===== config.mk =====
export PLATFORM = sky130hd
export DESIGN_NAME = adc_ctl_regs
export DESIGN_NICKNAME = d
export VERILOG_FILES = /design/src/rtl/adc_ctl_pkg.sv /design/src/rtl/adc_eng_ctl.sv /design/src/rtl/adc_irq_ctl.sv /design/src/rtl/adc_res_regs.sv /design/src/rtl/adc_ctl_regs.sv
export SDC_FILE = /design/constraint.sdc
export NUM_CORES = 1
export LEC_CHECK = 0
export BUFFER_PORTS_ARGS = -buffer_cell sky130_fd_sc_hd__buf_4
export CELL_PAD_IN_SITES_DETAIL_PLACEMENT = 1
export CELL_PAD_IN_SITES_GLOBAL_PLACEMENT = 2
export CORE_ASPECT_RATIO = 0.75
export CORE_MARGIN = 8
export CORE_UTILIZATION = 24
export CTS_CLUSTER_SIZE = 40
export DETAILED_ROUTE_END_ITERATION = 8
export GPL_TIMING_DRIVEN = 0
export PLACE_DENSITY_LB_ADDON = 0.1
export SETUP_SLACK_MARGIN = 0.15
export SLEW_MARGIN = 10
export SYNTH_ARGS = -nofsm -noshare
export SYNTH_HDL_FRONTEND = slang
export SYNTH_SLANG_ARGS = --single-unit

===== constraint.sdc =====
create_clock -name clk_i -period 2.35 [get_ports clk_i]
set_clock_uncertainty 0.15 [all_clocks]
set_input_delay 0.47 -clock clk_i [delete_from_list [all_inputs] [get_ports clk_i]]
set_output_delay 0.47 -clock clk_i [all_outputs]
set_load 0.02 [all_outputs]

===== src/rtl/adc_ctl_pkg.sv =====
package adc_ctl_pkg;
  localparam int unsigned REG_ADDR_W = 6;
  localparam int unsigned IRQ_W      = 8;

  localparam logic [REG_ADDR_W-1:0] OFS_ENA = 6'h00;
  localparam logic [REG_ADDR_W-1:0] OFS_CFG = 6'h04;
  localparam logic [REG_ADDR_W-1:0] OFS_MSK = 6'h08;
  localparam logic [REG_ADDR_W-1:0] OFS_STA = 6'h0C;
  localparam logic [REG_ADDR_W-1:0] OFS_BAT = 6'h1C;
  localparam logic [REG_ADDR_W-1:0] OFS_AUX = 6'h20;

  localparam int unsigned ENG_AUX = 0;
  localparam int unsigned ENG_BAT = 1;

  localparam int unsigned BIT_PEN_DN     = 3;
  localparam int unsigned BIT_PEN_UP     = 4;
  localparam int unsigned BIT_PEN_DN_SLP = 5;
  localparam int unsigned BIT_SLEEP      = 7;
  localparam int unsigned BIT_PWR_DN     = 7;
  localparam int unsigned BIT_LOWREF     = 4;
endpackage


===== src/rtl/adc_eng_ctl.sv =====
module adc_eng_ctl #(
  parameter int unsigned N_ENG = 3
) (
  input  logic             clk_i,
  input  logic             rst_ni,
  input  logic             wr_i,
  input  logic [N_ENG-1:0] wbits_i,
  input  logic [N_ENG-1:0] done_i,
  output logic [N_ENG-1:0] en_o,
  output logic [N_ENG-1:0] start_o,
  output logic [N_ENG-1:0] cmpl_o
);
  logic [N_ENG-1:0] en_q, en_d, go, start_q;

  for (genvar g = 0; g < N_ENG; g++) begin : g_eng
    // a write that clears the bit aborts; done then counts for nothing
    assign cmpl_o[g] = en_q[g] & done_i[g] & (~wr_i | wbits_i[g]);
    assign go[g]     = wr_i & wbits_i[g] & ~en_q[g];
    always_comb begin
      if (cmpl_o[g])  en_d[g] = 1'b0;
      else if (wr_i)  en_d[g] = wbits_i[g];
      else            en_d[g] = en_q[g];
    end
  end

  always_ff @(posedge clk_i or negedge rst_ni) begin
    if (!rst_ni) begin
      en_q    <= '0;
      start_q <= '0;
    end else begin
      en_q    <= en_d;
      start_q <= go;
    end
  end

  assign en_o    = en_q;
  assign start_o = start_q;
endmodule


===== src/rtl/adc_irq_ctl.sv =====
module adc_irq_ctl #(
  parameter int unsigned IRQ_W = 8
) (
  input  logic             clk_i,
  input  logic             rst_ni,
  input  logic [IRQ_W-1:0] set_i,
  input  logic [IRQ_W-1:0] clr_i,
  input  logic             mask_wr_i,
  input  logic [IRQ_W-1:0] mask_wdata_i,
  output logic [IRQ_W-1:0] stat_o,
  output logic [IRQ_W-1:0] mask_o,
  output logic             irq_o
);
  logic [IRQ_W-1:0] stat_q, mask_q;

  always_ff @(posedge clk_i or negedge rst_ni) begin
    if (!rst_ni) begin
      stat_q <= '0;
      mask_q <= '1;
    end else begin
      stat_q <= (stat_q & ~clr_i) | set_i;  // set beats clear
      if (mask_wr_i) mask_q <= mask_wdata_i;
    end
  end

  assign stat_o = stat_q;
  assign mask_o = mask_q;
  assign irq_o  = |(stat_q & ~mask_q);
endmodule


===== src/rtl/adc_res_regs.sv =====
module adc_res_regs #(
  parameter int unsigned N_RES = 2,
  parameter int unsigned RES_W = 12
) (
  input  logic                        clk_i,
  input  logic                        rst_ni,
  input  logic [N_RES-1:0]            load_i,
  input  logic [N_RES-1:0][RES_W-1:0] res_i,
  output logic [N_RES-1:0][RES_W-1:0] res_o
);
  for (genvar g = 0; g < N_RES; g++) begin : g_res
    logic [RES_W-1:0] q;
    always_ff @(posedge clk_i or negedge rst_ni) begin
      if (!rst_ni)        q <= '0;
      else if (load_i[g]) q <= res_i[g];
    end
    assign res_o[g] = q;
  end
endmodule


===== src/rtl/adc_ctl_regs.sv =====
module adc_ctl_regs
  import adc_ctl_pkg::*;
#(
  parameter int unsigned N_ENG  = 3,
  parameter int unsigned RES_W  = 12,
  parameter int unsigned DATA_W = 32
) (
  input  logic                  clk_i,
  input  logic                  rst_ni,
  input  logic [REG_ADDR_W-1:0] addr_i,
  input  logic                  wr_en_i,
  input  logic [DATA_W/8-1:0]   wr_be_i,
  input  logic [DATA_W-1:0]     wdata_i,
  output logic [DATA_W-1:0]     rdata_o,
  output logic                  irq_o,
  output logic [N_ENG-1:0]      eng_start_o,
  input  logic [N_ENG-1:0]      eng_done_i,
  input  logic [RES_W-1:0]      aux_res_i,
  input  logic [RES_W-1:0]      bat_res_i,
  input  logic [3:0]            pen_evt_i,
  output logic [1:0]            aux_sel_o,
  output logic                  bat_lowref_o,
  output logic                  pwr_down_o
);
  localparam int unsigned N_RES = 2;
  localparam int unsigned PAD_W = DATA_W - RES_W;

  logic             lane0, wr_ena, wr_cfg, wr_msk, wr_sta;
  logic [7:0]       wb;
  logic [N_ENG-1:0] en_q, cmpl;
  logic [IRQ_W-1:0] set_v, clr_v, stat_q, mask_q;
  logic [1:0]       sel_q;
  logic             low_q, pd_q;
  logic [N_RES-1:0][RES_W-1:0] res_in, res_q;
  logic [7:0]       ena_rd;
  logic             unused_hi;

  assign lane0  = wr_en_i & wr_be_i[0];
  assign wb     = wdata_i[7:0];
  assign wr_ena = lane0 && (addr_i == OFS_ENA);
  assign wr_cfg = lane0 && (addr_i == OFS_CFG);
  assign wr_msk = lane0 && (addr_i == OFS_MSK);
  assign wr_sta = lane0 && (addr_i == OFS_STA);
  assign unused_hi = ^{wdata_i[DATA_W-1:8], wr_be_i[DATA_W/8-1:1]};

  adc_eng_ctl #(.N_ENG(N_ENG)) u_eng (
    .clk_i, .rst_ni,
    .wr_i    (wr_ena),
    .wbits_i (wb[N_ENG-1:0]),
    .done_i  (eng_done_i),
    .en_o    (en_q),
    .start_o (eng_start_o),
    .cmpl_o  (cmpl)
  );

  always_comb begin
    set_v                 = '0;
    set_v[N_ENG-1:0]      = cmpl;
    set_v[BIT_PEN_DN]     = pen_evt_i[0];
    set_v[BIT_PEN_UP]     = pen_evt_i[1];
    set_v[BIT_PEN_DN_SLP] = pen_evt_i[2];
    set_v[BIT_SLEEP]      = pen_evt_i[3];
    clr_v                 = wr_sta ? wb : '0;
  end

  adc_irq_ctl #(.IRQ_W(IRQ_W)) u_irq (
    .clk_i, .rst_ni,
    .set_i        (set_v),
    .clr_i        (clr_v),
    .mask_wr_i    (wr_msk),
    .mask_wdata_i (wb),
    .stat_o       (stat_q),
    .mask_o       (mask_q),
    .irq_o        (irq_o)
  );

  assign res_in = {bat_res_i, aux_res_i};

  adc_res_regs #(.N_RES(N_RES), .RES_W(RES_W)) u_res (
    .clk_i, .rst_ni,
    .load_i ({cmpl[ENG_BAT], cmpl[ENG_AUX]}),
    .res_i  (res_in),
    .res_o  (res_q)
  );

  always_ff @(posedge clk_i or negedge rst_ni) begin
    if (!rst_ni) begin
      sel_q <= '0;
      low_q <= 1'b0;
      pd_q  <= 1'b0;
    end else begin
      if (wr_cfg) begin
        sel_q <= wb[1:0];
        low_q <= wb[BIT_LOWREF];
      end
      if (wr_ena) pd_q <= wb[BIT_PWR_DN];
    end
  end

  always_comb begin
    ena_rd              = '0;
    ena_rd[N_ENG-1:0]   = en_q;
    ena_rd[BIT_PWR_DN]  = pd_q;
    rdata_o = '0;
    unique case (addr_i)
      OFS_ENA: rdata_o[7:0] = ena_rd;
      OFS_CFG: begin
        rdata_o[1:0]        = sel_q;
        rdata_o[BIT_LOWREF] = low_q;
      end
      OFS_MSK: rdata_o[7:0] = mask_q;
      OFS_STA: rdata_o[7:0] = stat_q;
      OFS_BAT: rdata_o = {{PAD_W{1'b0}}, res_q[ENG_BAT]};
      OFS_AUX: rdata_o = {{PAD_W{1'b0}}, res_q[ENG_AUX]};
      default: rdata_o = '0;
    endcase
  end

  assign aux_sel_o    = sel_q;
  assign bat_lowref_o = low_q;
  assign pwr_down_o   = pd_q;
endmodule


Word-level counts from Yosys, hierarchy flattened
Cells that the tools add are included.
- eq/ne operators: 5
- multiplexer cells: 12
- bitwise operators: 25
- reductions and logical operators: 9
- operators by type and width (kind ; count):
    8-bit bitwise AND ; 2
    8-bit NOT ; 2
    3-bit one-hot mux with 5 select lines ; 1
    1-bit bitwise AND ; 13
    6-bit by 4-bit == test with 1-bit output (second input constant) ; 2
    2-bit one-hot mux with 6 select lines ; 1
    2-bit one-hot mux with 5 select lines ; 1
    8-bit two-way mux ; 1
    8-bit bitwise OR ; 1
    4-bit one-hot mux with 2 select lines ; 1
    8-bit OR reduction ; 1
    6-bit by 3-bit == test with 1-bit output (second input constant) ; 1
    6-bit by 5-bit == test with 1-bit output (second input constant) ; 1
    6-bit == test (second input constant) ; 1
    6-bit logical NOT ; 1
    1-bit two-way mux ; 6
    2-bit nonzero test ; 3
    1-bit one-hot mux with 5 select lines ; 1
    1-bit logical AND ; 4
    1-bit NOT ; 4
    1-bit bitwise OR ; 3
- register bits after elaboration: 50
- input bits: 76
- output and inout port bits: 40
- word-level logic and storage cells: 62

Logic depth before layout (Yosys ltp)
Gate-level depths: netlist of the first run.
- word-level depth: 6
- gate-level depth with buffers: 5
- mapped depth without buffers: 3

Hierarchy
Synthesis of the first run repeated with hierarchy kept, for this count alone.
- cell total of the unflattened synthesis: 212
- area, all modules: 2706.3 µm²
- by module, submodules not included (module ; times used ; cells each ; area an instance (µm²) ; sequential area each (µm²)):
    adc_res_regs ; 1 ; 50 ; 968.4 ; 600.6
    adc_ctl_regs ; 1 ; 91 ; 822.0 ; 100.1
    adc_irq_ctl ; 1 ; 46 ; 628.1 ; 410.4
    adc_eng_ctl ; 1 ; 25 ; 287.8 ; 150.1

Least setup slack after synthesis of the first run
Ideal clock, no wire load.
- kind: input-to-output
- start: input addr_i[2]
- end: output rdata_o[0]
- arrival: 1837 ps
- data required time: 1730 ps
- slack: -107 ps
- stages: 4
- buffers on the path: 1
- cell sequence: clkbuf_1 -> mux4_2 -> and2_1 -> a221o_1
- longest elaborated chain between the ends: 2
- elaborated cells on any way between the ends: 7
- those cells by class: 5 x eq/ne; 1 x mux; 1 x reduce/logical
- ends and longest elaborated chain (item ; RTL line ; source):
    from (decl) ; adc_ctl_regs.sv:10 ; input logic [REG_ADDR_W-1:0] addr_i,
    6-bit == test, or another cell as far along ; adc_ctl_regs.sv:105 ; unique case (addr_i)
    2-bit one-hot mux with 6 select lines (*) ; adc_ctl_regs.sv:105 ;
    to (decl) ; adc_ctl_regs.sv:14 ; output logic [DATA_W-1:0] rdata_o,
Every way passes the cells marked *; elsewhere a longest branch is shown, timed or not.

Worst setup path in the final report of the first run
- start: register u_eng.en_q[1] (netlist: u_eng.en_o[1])
- end: output rdata_o[1]
- longest elaborated chain between the ends: 1
- ends and longest elaborated chain (item ; RTL line ; source):
    from (decl) ; adc_eng_ctl.sv:13 ; logic [N_ENG-1:0] en_q, en_d, go, start_q;
    from (signal assigned) ; adc_eng_ctl.sv:31 ; en_q <= en_d;
    2-bit one-hot mux with 6 select lines ; adc_ctl_regs.sv:105 ;
No other way between the ends.

==> summary.md, run 1 <==
| Metric | Value |
|---|---|
| Root Buffer | `clkbuf_16` |
| Syn Area/Cell | `12.5 µm²` |
| Cells along the critical path | `mux4_2, and2_4, a221o_1, buf_6` |
| Initial cell density of the core | `0.249` |
| Hold Vio Cnt, Final | `0` |
| CP Launch Type | `flip-flop` |
| Most frequent cells in the layout | `buf_4 (90), dfrtp_1 (41), mux2_4 (32), buf_6 (24), conb_1 (20)` |
| M1 WL | `4250 µm` |
| Area grow syn2layout | `63.1%` |
| Worst skew pair latency | `0.29 ns` |
| Worst slew pin tran | `0.670 ns` |
| #FFs+latches synth | `50` |
| Number of remaining DRC errors | `0` |
| Final WL | `8870 µm` |
| WL per Instance | `19.1 µm` |
| Synthesis Warnings | `0` |
| N_diodes | `0` |
| CTS buffer count | `5` |
| Reg clk slew, reported paths | `0.07 ns` |
| Period Utilization, post-route | `1.00` |
| Slew HR | `0.553` |
| Metal2 WL | `4060 µm` |
| Pin count of the biggest net entering global routing | `51` |
| H-tree Lvls | `2` |
| Outcome | `complete, but fails checks` |
| Unrepaired setup endpoints after global routing | `yes` |
| Die area | `14400 µm²` |
| Post-Syn Area | `2580 µm²` |
| CP arrival | `1.74 ns` |
| Rows | `32` |
| Core region area | `10400 µm²` |
| Crit-path slowest cell | `mux4_2` |
| Total gr overflow | `0` |
| Critical path required time | `1.73 ns` |
| RR Startpoint | `u_eng.en_o[1]$_DFFE_PN0P_` |
| Tmin final | `2.36 ns` |
| Post-layout net count | `404` |
| Placed Cells incl. Taps | `430` |
| WS Path Type | `flip-flop to output pin` |
| Initial antenna violation count | `0` |
| Pwr/cell area | `656 nW/µm²` |
| P_leak | `2.07 nW` |
| Netlist cell types | `36` |
| Top_reg_cell synth | `dfrtp_1` |
| Deepest clock path buffer count | `2` |
| Max-slew violations | `0` |
| Reg2reg end | `u_res.g_res[1].q[5]$_DFFE_PN0P_` |
| Worst R2R Setup Slack | `0.77 ns` |
| Failing checks | `setup timing` |
| Dpl hpwl | `6190 µm` |
| Nature of the critical path endpoint | `output pin` |
| CTS tree | `built` |
| Gr usage total | `0.123` |
| Commonest non-fill, non-tap cell in the layout | `buf_4` |
| R2R depth | `5` |
| Cells after synthesis | `207` |
| GP Congestion | `0.734` |
| Total Power | `2.76 mW` |
| Final setup fails | `2` |
| Die height | `106 µm` |
| Async set-or-reset flop fraction in the synthesized netlist | `1.00` |
| CP max stage delay | `0.47 ns` |
| Iteration-0 DRC Markers | `94` |
| Worst vdd ir | `267 µV` |
| Clock sink count | `50` |
| Top layer in use | `met4` |
| DR WL met3 | `524 µm` |
| Fmax | `0.424 GHz` |
| Drt pass-1 iters | `4` |
| Final WS setup | `-0.00687 ns` |
| Post-DRT Antenna Nets | `0` |
| Vias in the first global route | `2312` |
| Post-Place Worst Slack | `-0.761 ns` |
| Ports | `116` |
| DR vias/cell | `4.49` |
| Chip width | `136 µm` |
| First-pass GRT wire length | `13600 µm` |
| Port Buffers | `68` |
| Min-Delay Path Class | `input port to asynchronous set/reset pin` |
| Share of cells above drive strength 1 | `0.629` |
| # fillers | `1101` |
| Routed via count | `2090` |
| Sequential-to-total area share from yosys stat | `0.489` |
| CP max FO | `2` |
| Final cell count without fillers | `465` |
| Max-Cap Viols | `0` |
| EDFF count, synth | `0` |
## cells by family (layout without fill, tap and decap cells)
group                  count (synthesis)  after routing  synth area share
flip-flops                            50             50             0.489
multiplexers                          45             45             0.213
AND/OR/NAND/NOR                       38             38            0.0912
buffers and inverters                 38            141            0.0912
AO/OA/AOI/OAI                         35             35             0.114
other                                  1             20           0.00145
## state kept, by name (all words and copies together) (netlist names)
name,count
u_res.g_res.q,24
u_irq.mask_o,8
u_eng.en_o,3
u_irq.stat_o,8
aux_sel_o,2
u_eng.start_o,3
pwr_down_o,1
bat_lowref_o,1
## through the flow
stage | utilization | area (µm²) | setup TNS, ns | hold WS (ns)
6_report | 0.406 | 4210 | -0.0134 | 0.0697
5_1_grt | 0.406 | 4210 | -0.138 | 0.128
4_1_cts | 0.385 | 3990 | -0.0645 | 0.101
3_5_place_dp | 0.323 | 3350 | -16.62 | 0.328
3_3_place_gp | 0.323 | 3350 | -16.83 | 0.317
2_1_floorplan | - | 2670 | 0 | 0.0244
## power by group
group	internal [mW]	total [mW]	switching, mW
Clock	0.423	0.744	0.321
Combinational	0.494	0.757	0.263
Sequential	1.11	1.26	0.148
## synthesized netlist by cell type (2+ instances only)
library cell  count  share of area
and3_1            3         0.0073
buf_6             2         0.0087
mux4_2            2          0.017
a22o_1            4          0.014
a221o_1           8          0.031
nor3_1            4         0.0078
o22ai_1           6          0.015
nor2_1            4         0.0058
dfrtp_1          42           0.41
nor4b_1           2         0.0068
mux2i_1           7          0.027
a21o_1            4          0.012
nand3_1           4         0.0078
inv_1             9          0.013
dfstp_2           8          0.082
o31ai_1           3         0.0087
clkbuf_1          4         0.0058
a21oi_1           4         0.0078
buf_2             2         0.0039
o311ai_2          2          0.013
nor4bb_1          2         0.0078
nor3b_1           3         0.0087
or4_4             2         0.0087
a32oi_1           3          0.010
mux2_2           28           0.12
mux2_4            8          0.047
nand2_1           7          0.010
and2_1            3         0.0073
buf_4            20          0.058
## metal layers
| metal | GRT usage | vias to the layer above |
|---|---|---|
| li1 | - | 973 |
| met1 | 0.174 | 1064 |
| met2 | 0.183 | 51 |
| met3 | 0.0356 | 2 |
| met4 | 0.0213 | 0 |
| met5 | 0 | - |
## worst max-delay path by stage
| stage | end | startpoint | depth (start not counted) |
|---|---|---|---|
| 2_1_floorplan | u_irq.mask_o[0]$_DFFE_PN1P_ | addr_i[5] | 5 |
| 3_3_place_gp | rdata_o[7] | addr_i[1] | 6 |
| 3_5_place_dp | rdata_o[0] | addr_i[1] | 6 |
| 4_1_cts | rdata_o[0] | addr_i[2] | 6 |
| 5_1_grt | rdata_o[0] | u_eng.en_o[0]$_DFFE_PN0P_ | 4 |
| 6_report | rdata_o[1] | u_eng.en_o[1]$_DFFE_PN0P_ | 4 |
## final cells by class
class	instances	area (µm²)	share of cell area
plain buffers	29	302	0.0717
clock buffers	7	143	0.0339
clock inverters	1	5.00	0.00119
inverters	9	33.8	0.00803
multi-input cells	138	1460	0.346
flip-flops and latches	50	1260	0.300
well taps	136	170	0.0405
repair buffers	95	833	0.198
## worst max-delay path, delay by kind of cell (launching register included)
kind	cells	cell delay, ns
compound gates	1	0.29
buf+inv	1	0.14
flops	1	0.40
mux	1	0.47
simple gates	1	0.15
## timing repair
item,CTS,global route
cloned,1,1
pin swaps,9,10
hold buffers,0,0
buffers inserted,18,7
gates resized for setup,79,33
endpoints found under the setup margin,46,51
Note: power is estimated with default switching activity, not from simulation.
==> inputs of run 2 (changes only) <==
- clock period: 2.35 -> 1.96 ns (I/O delays scaled with it)
==> summary.md, run 2 (synthesized netlist as in run 1, its figures left out) <==
| Metric | Value |
|---|---|
| Post-layout net count | `412 (+2.0%)` |
| P_leak | `2.17 nW (+5.0%)` |
| Worst skew pair latency | `0.29 ns (about the same)` |
| Tmin final | `2.30 ns` |
| R2R depth | `4 (-1)` |
| Worst slew pin tran | `0.689 ns (+0.0192 ns)` |
| Commonest non-fill, non-tap cell in the layout | `buf_4` |
| Crit-path slowest cell | `mux4_2` |
| Post-DRT Antenna Nets | `0 (unchanged)` |
| GP Congestion | `0.744 (+1.4%)` |
| Slew HR | `0.541 (-0.0128)` |
| Share of cells above drive strength 1 | `0.650 (+0.0207)` |
| CP max stage delay | `0.46 ns (about the same)` |
| Final WL | `9020 µm (+1.7%)` |
| Min-Delay Path Class | `input port to asynchronous set/reset pin` |
| Final WS setup | `-0.343 ns (-0.336 ns)` |
| Min Hold Slack | `-0.0188 ns (-0.0885 ns)` |
| Total gr overflow | `0 (unchanged)` |
| Reg clk slew, reported paths | `0.07 ns (about the same)` |
| Gr usage total | `0.127 (+0.00382)` |
| Vias in the first global route | `2436 (+5.4%)` |
| Iteration-0 DRC Markers | `101 (+7.4%)` |
| Routed via count | `2130 (+1.9%)` |
| Area grow syn2layout | `68.7%` |
| Pin count of the biggest net entering global routing | `51 (unchanged)` |
| Initial cell density of the core | `0.249 (unchanged)` |
| CP max FO | `2 (unchanged)` |
| Die area | `14400 µm² (unchanged)` |
| CP arrival | `1.76 ns (+0.02 ns)` |
| Nature of the critical path endpoint | `output pin` |
| WL per Instance | `19.1 µm (about the same)` |
| Rows | `32 (unchanged)` |
| Top Family by Delay on Critical Path | `multiplexers` |
| Root Buffer | `clkbuf_16` |
| Largest register FFs | `24 (unchanged)` |
| Post-CTS Hold Fix Bufs | `0 (unchanged)` |
| Outcome | `complete, but fails checks` |
| Top reg by flops | `u_res.g_res.q` |
| N_diodes | `0 (unchanged)` |
| Port Buffers | `68 (unchanged)` |
| Chip width | `136 µm (unchanged)` |
| Most frequent cells in the layout | `buf_4 (90), dfrtp_1 (41), mux2_4 (35), buf_6 (30), conb_1 (20)` |
| Placed Cells incl. Taps | `430 (unchanged)` |
| Number of remaining DRC errors | `0 (unchanged)` |
| Failing checks | `hold timing, setup timing` |
| CTS tree | `built` |
| CP Depth | `4 (unchanged)` |
| Core region area | `10400 µm² (unchanged)` |
| Clock sink count | `50 (unchanged)` |
| WS Path Type | `flip-flop to output pin` |
| Final cell count without fillers | `473 (+1.7%)` |
| Total Power | `3.39 mW (+23%)` |
| Deepest clock path buffer count | `2 (unchanged)` |
| CP Launch Type | `flip-flop` |
| Critical path required time | `1.42 ns (-0.31 ns)` |
| Pwr/cell area | `779 nW/µm² (+19%)` |
| Initial antenna violation count | `0 (unchanged)` |
| First-pass GRT wire length | `14100 µm (+3.2%)` |
| Final setup fails | `50 (+48)` |
| Die height | `106 µm (unchanged)` |
| Max-slew violations | `0 (unchanged)` |
| Period Utilization, post-route | `1.17` |
| Ports | `116 (unchanged)` |
| CTS buffer count | `5 (unchanged)` |
| Fmax | `0.434 GHz` |
| Worst vdd ir | `362 µV (+35%)` |
| # fillers | `1102 (+0.091%)` |
| H-tree Lvls | `2 (unchanged)` |
| Post-Place Worst Slack | `-0.959 ns (-0.197 ns)` |
| Cells along the critical path | `mux4_2, and2_4, a221o_1, buf_6` |
| Dpl hpwl | `6220 µm (+0.45%)` |
| Drt pass-1 iters | `4 (unchanged)` |
| Hold Vio Cnt, Final | `18 (+18)` |
| DR vias/cell | `4.50 (+0.19%)` |
| CP Buf/Inv Count | `1 (unchanged)` |
| Max-Cap Viols | `0 (unchanged)` |
| Unrepaired setup endpoints after global routing | `yes` |
[run 2: changes by cell type in the layout (fill, tap and decap cells not counted), sizes merged]
cell / previous run / this run
buf: 121 / 129
[run 2: through the flow]
step	setup TNS [ns]	hold WS, ns	instance area [µm²]	util
after CTS	-6.50	0.0194	4210	0.406
final	-6.08	-0.0188	4350	0.420
after global placement	-26.79	0.320	3440	0.332
after global routing	-7.79	0.0336	4350	0.420
after floorplan	-6.83	-0.0536	2760	-
after detailed placement	-26.47	0.335	3440	0.332
[run 2: repair_timing]
item                                    CTS  global route
pin swaps                                15            10
endpoints found under the setup margin   56            52
gates resized for setup                  93            21
gates cloned                              3             0
setup buffers                            25             7
[run 2: layer usage]
metal	track usage	share of wire	vias up	wire [µm]
li1	-	-	993	-
met1	0.177	0.50	1083	4550
met2	0.195	0.45	49	4020
met3	0.0323	0.045	5	403
met4	0.0213	0.0051	0	46
met5	0	0	-	0
[run 2: path summary, 6_finish.rpt]
path	start	to	slack, ns
min	rst_ni	u_eng.start_o[2]$_DFF_PN0_	-0.02
min reg2reg	u_irq.stat_o[7]$_DFF_PN0_	u_irq.stat_o[7]$_DFF_PN0_	0.35
max in group asynchronous	rst_ni	aux_sel_o[1]$_DFFE_PN0P_	1.20
min in group clk_i	wdata_i[6]	u_irq.stat_o[6]$_DFF_PN0_	0.12
max reg2reg	u_eng.en_o[1]$_DFFE_PN0P_	u_res.g_res[1].q[3]$_DFFE_PN0P_	0.54
max	aux_sel_o[1]$_DFFE_PN0P_	rdata_o[1]	-0.34
[run 2: power by group]
| part | switching, mW | internal [mW] |
|---|---|---|
| sequential | 0.194 | 1.33 |
| combinational | 0.329 | 0.633 |
| clock | 0.396 | 0.508 |
[run 2: cell type report]
type	count	area [µm²]	area share
clock buffer	7	143	0.0328
multi-input combinational	138	1520	0.349
timing repair buffer	103	920	0.211
sequential	50	1260	0.290
clock inverter	1	5.00	0.00115
buffer	29	297	0.0682
tap	136	170	0.0391
inverter	9	33.8	0.00777
[run 2: worst register-to-register path, delay by kind of cell (launching register included)]
family | cells | cell delay (ns)
flops | 1 | 0.38
compound gates | 1 | 0.09
mux | 1 | 0.31
buf+inv | 2 | 0.37
==> inputs of run 3 (changes only) <==
- MAX_ROUTING_LAYER: not set -> met4
- clock period: 1.96 -> 2.75 ns (I/O delays scaled with it)
==> summary.md, run 3 (synthesized netlist as in run 1, its figures left out) <==
| Metric | Value |
|---|---|
| Outcome | `completed` |
| Reg2reg end | `u_res.g_res[0].q[8]$_DFFE_PN0P_` |
| Max-Cap Viols | `0 (unchanged)` |
| Min Hold Slack | `0.139 ns (+0.158 ns)` |
| # fillers | `1131 (+2.6%)` |
| Die height | `106 µm (unchanged)` |
| Rows | `32 (unchanged)` |
| Worst skew pair latency | `0.29 ns (about the same)` |
| CP max stage delay | `0.47 ns (about the same)` |
| CP Depth | `6 (+2)` |
| Final cell count without fillers | `443 (-6.3%)` |
| Gr usage total | `0.120 (-0.00683)` |
| Min-Delay Path Class | `input port to asynchronous set/reset pin` |
| Worst setup path startpoint | `addr_i[2]` |
| Psw | `0.560 mW (-39%)` |
| Area post-placement | `3330 µm² (-3.2%)` |
| Tmin final | `2.56 ns` |
| Hold Vio Cnt, Final | `0 (-18)` |
| CP Launch Type | `input port` |
| First-pass GRT wire length | `12700 µm (-10%)` |
| Post-DRT Antenna Nets | `0 (unchanged)` |
| Pin count of the biggest net entering global routing | `51 (unchanged)` |
| R2R depth | `3 (-1)` |
| Reg clk slew, reported paths | `0.06 ns (about the same)` |
| CP max FO | `6 (+4)` |
| Dpl hpwl | `6250 µm (+0.60%)` |
| Post-layout net count | `382 (-7.3%)` |
| Period Utilization, post-route | `0.930` |
| Die area | `14400 µm² (unchanged)` |
| Clock sink count | `50 (unchanged)` |
| Final WS setup | `0.192 ns (+0.535 ns)` |
| Port Buffers | `68 (unchanged)` |
| Unrepaired setup endpoints after global routing | `yes` |
| Initial cell density of the core | `0.249 (unchanged)` |
| Area grow syn2layout | `42.3%` |
| Post-CTS Hold Fix Bufs | `0 (unchanged)` |
| Ports | `116 (unchanged)` |
| Sw Share | `0.261 (-0.0103)` |
| Max-slew violations | `0 (unchanged)` |
| Placed Cells incl. Taps | `430 (unchanged)` |
| Root Buffer | `clkbuf_16` |
| Post-route cell area | `3670 µm² (-16%)` |
| Crit-path slowest cell | `mux4_2` |
| Commonest non-fill, non-tap cell in the layout | `buf_4` |
| Routed via count | `1915 (-10%)` |
| N_diodes | `0 (unchanged)` |
| CP arrival | `1.86 ns (+0.10 ns)` |
| Initial antenna violation count | `0 (unchanged)` |
| Total gr overflow | `0 (unchanged)` |
| Top reg by flops | `u_res.g_res.q` |
| Post-Place Worst Slack | `-0.527 ns (+0.431 ns)` |
| Chip width | `136 µm (unchanged)` |
| Share of cells above drive strength 1 | `0.537 (-0.112)` |
| Worst vdd ir | `216 µV (-40%)` |
| Combinational Power Share | `0.215 (-0.069)` |
| H-tree Lvls | `2 (unchanged)` |
| Deepest clock path buffer count | `2 (unchanged)` |
| Most frequent cells in the layout | `buf_4 (88), dfrtp_1 (42), mux2_2 (28), conb_1 (20), inv_1 (9)` |
| Pwr/cell area | `586 nW/µm² (-25%)` |
| Top Family by Delay on Critical Path | `multiplexers` |
| Number of remaining DRC errors | `0 (unchanged)` |
| Cells along the critical path | `buf_8, clkbuf_16, mux4_2, and2_1, a221o_1, buf_6` |
| RR Startpoint | `u_eng.en_o[0]$_DFFE_PN0P_` |
| Int Power | `1.59 mW (-36%)` |
| CTS tree | `built` |
| Final setup fails | `0 (-100%)` |
| P_leak | `1.77 nW (-19%)` |
| Iteration-0 DRC Markers | `98 (-3.0%)` |
| Final WL | `8080 µm (-10%)` |
| Largest register FFs | `24 (unchanged)` |
| Total Power | `2.15 mW (-37%)` |
| Nature of the critical path endpoint | `output pin` |
| WS Path Type | `input port to output pin` |
| CP Buf/Inv Count | `3 (+2)` |
| DR vias/cell | `4.32 (-4.0%)` |
| Slew HR | `0.463 (-0.0774)` |
| Core region area | `10400 µm² (unchanged)` |
| Critical path required time | `2.05 ns (+0.63 ns)` |
| Fmax | `0.391 GHz` |
| GP Congestion | `0.760 (+2.1%)` |
| WL per Instance | `18.2 µm (-4.3%)` |
| Sequential Power Share | `0.495 (+0.045)` |
| Worst slew pin tran | `0.794 ns (+0.105 ns)` |
| Worst R2R Setup Slack | `1.15 ns (+0.61 ns)` |
| Clk pwr share | `0.289 (+0.022)` |
| CP Capture Point | `rdata_o[0]` |
| Drt pass-1 iters | `4 (unchanged)` |
| Vias in the first global route | `2216 (-9.0%)` |
| CTS buffer count | `5 (unchanged)` |
-- run 3: repair_timing --
action | CTS | global route
endpoints found under the setup margin | 15 | 11
buffers inserted | 3 | 2
cloned | 0 | 0
endpoints found under the hold margin | 0 | 0
pin swaps | 2 | 4
gates resized for setup | 22 | 13
-- run 3: through the flow --
step	setup TNS, ns	util
3_5_place_dp	-6.76	0.321
6_report	0	0.354
4_1_cts	0	0.348
5_1_grt	0	0.354
2_1_floorplan	0	-
3_3_place_gp	-7.05	0.321
-- run 3: power by group through the flow --
| stage | Sequential (mW) | Clock (mW) | Combinational (mW) |
|---|---|---|---|
| 2_1_floorplan | 1.04 | 0 | 0.307 |
| 3_3_place_gp | 1.07 | 0 | 0.439 |
| 3_5_place_dp | 1.08 | 0 | 0.448 |
| 4_1_cts | 1.07 | 0.654 | 0.465 |
| 5_1_grt | 1.10 | 0.683 | 0.509 |
| 6_report | 1.06 | 0.622 | 0.463 |
-- run 3: worst register-to-register path, cell delays in order, from the launching register on --
cell      delay [ns]
dfrtp_1         0.44
o311ai_2        0.15
buf_2           0.37
mux2_2          0.38
-- run 3: layer usage --
metal | GRT usage | wire (µm) | part of all wire | up-vias
li1 | - | - | - | 931
met1 | 0.164 | 3980 | 0.49 | 933
met2 | 0.173 | 3670 | 0.45 | 44
met3 | 0.0285 | 344 | 0.043 | 7
met4 | 0.0308 | 93 | 0.012 | 0
met5 | - | 0 | 0 | -
-- run 3: final cells by class --
class / count / area, µm² / area share
Sequential cell: 50 / 1260 / 0.344
Multi-Input combinational cell: 138 / 1230 / 0.335
Timing Repair Buffer: 73 / 571 / 0.156
Buffer: 29 / 256 / 0.0699
Tap cell: 136 / 170 / 0.0464
Clock buffer: 8 / 146 / 0.0399
Inverter: 9 / 33.8 / 0.00921
-- run 3: worst min-delay path by stage --
stage	from	to	slack (ns)	cells past startpoint
floorplan	rst_ni	aux_sel_o[0]$_DFFE_PN0P_	0.10	0
global placement	u_irq.stat_o[7]$_DFF_PN0_	u_irq.stat_o[7]$_DFF_PN0_	0.32	1
detailed placement	u_irq.stat_o[7]$_DFF_PN0_	u_irq.stat_o[7]$_DFF_PN0_	0.33	1
CTS	rst_ni	u_eng.en_o[0]$_DFFE_PN0P_	0.17	1
global route	rst_ni	u_eng.start_o[2]$_DFF_PN0_	0.19	1
finish	rst_ni	u_eng.start_o[2]$_DFF_PN0_	0.14	1
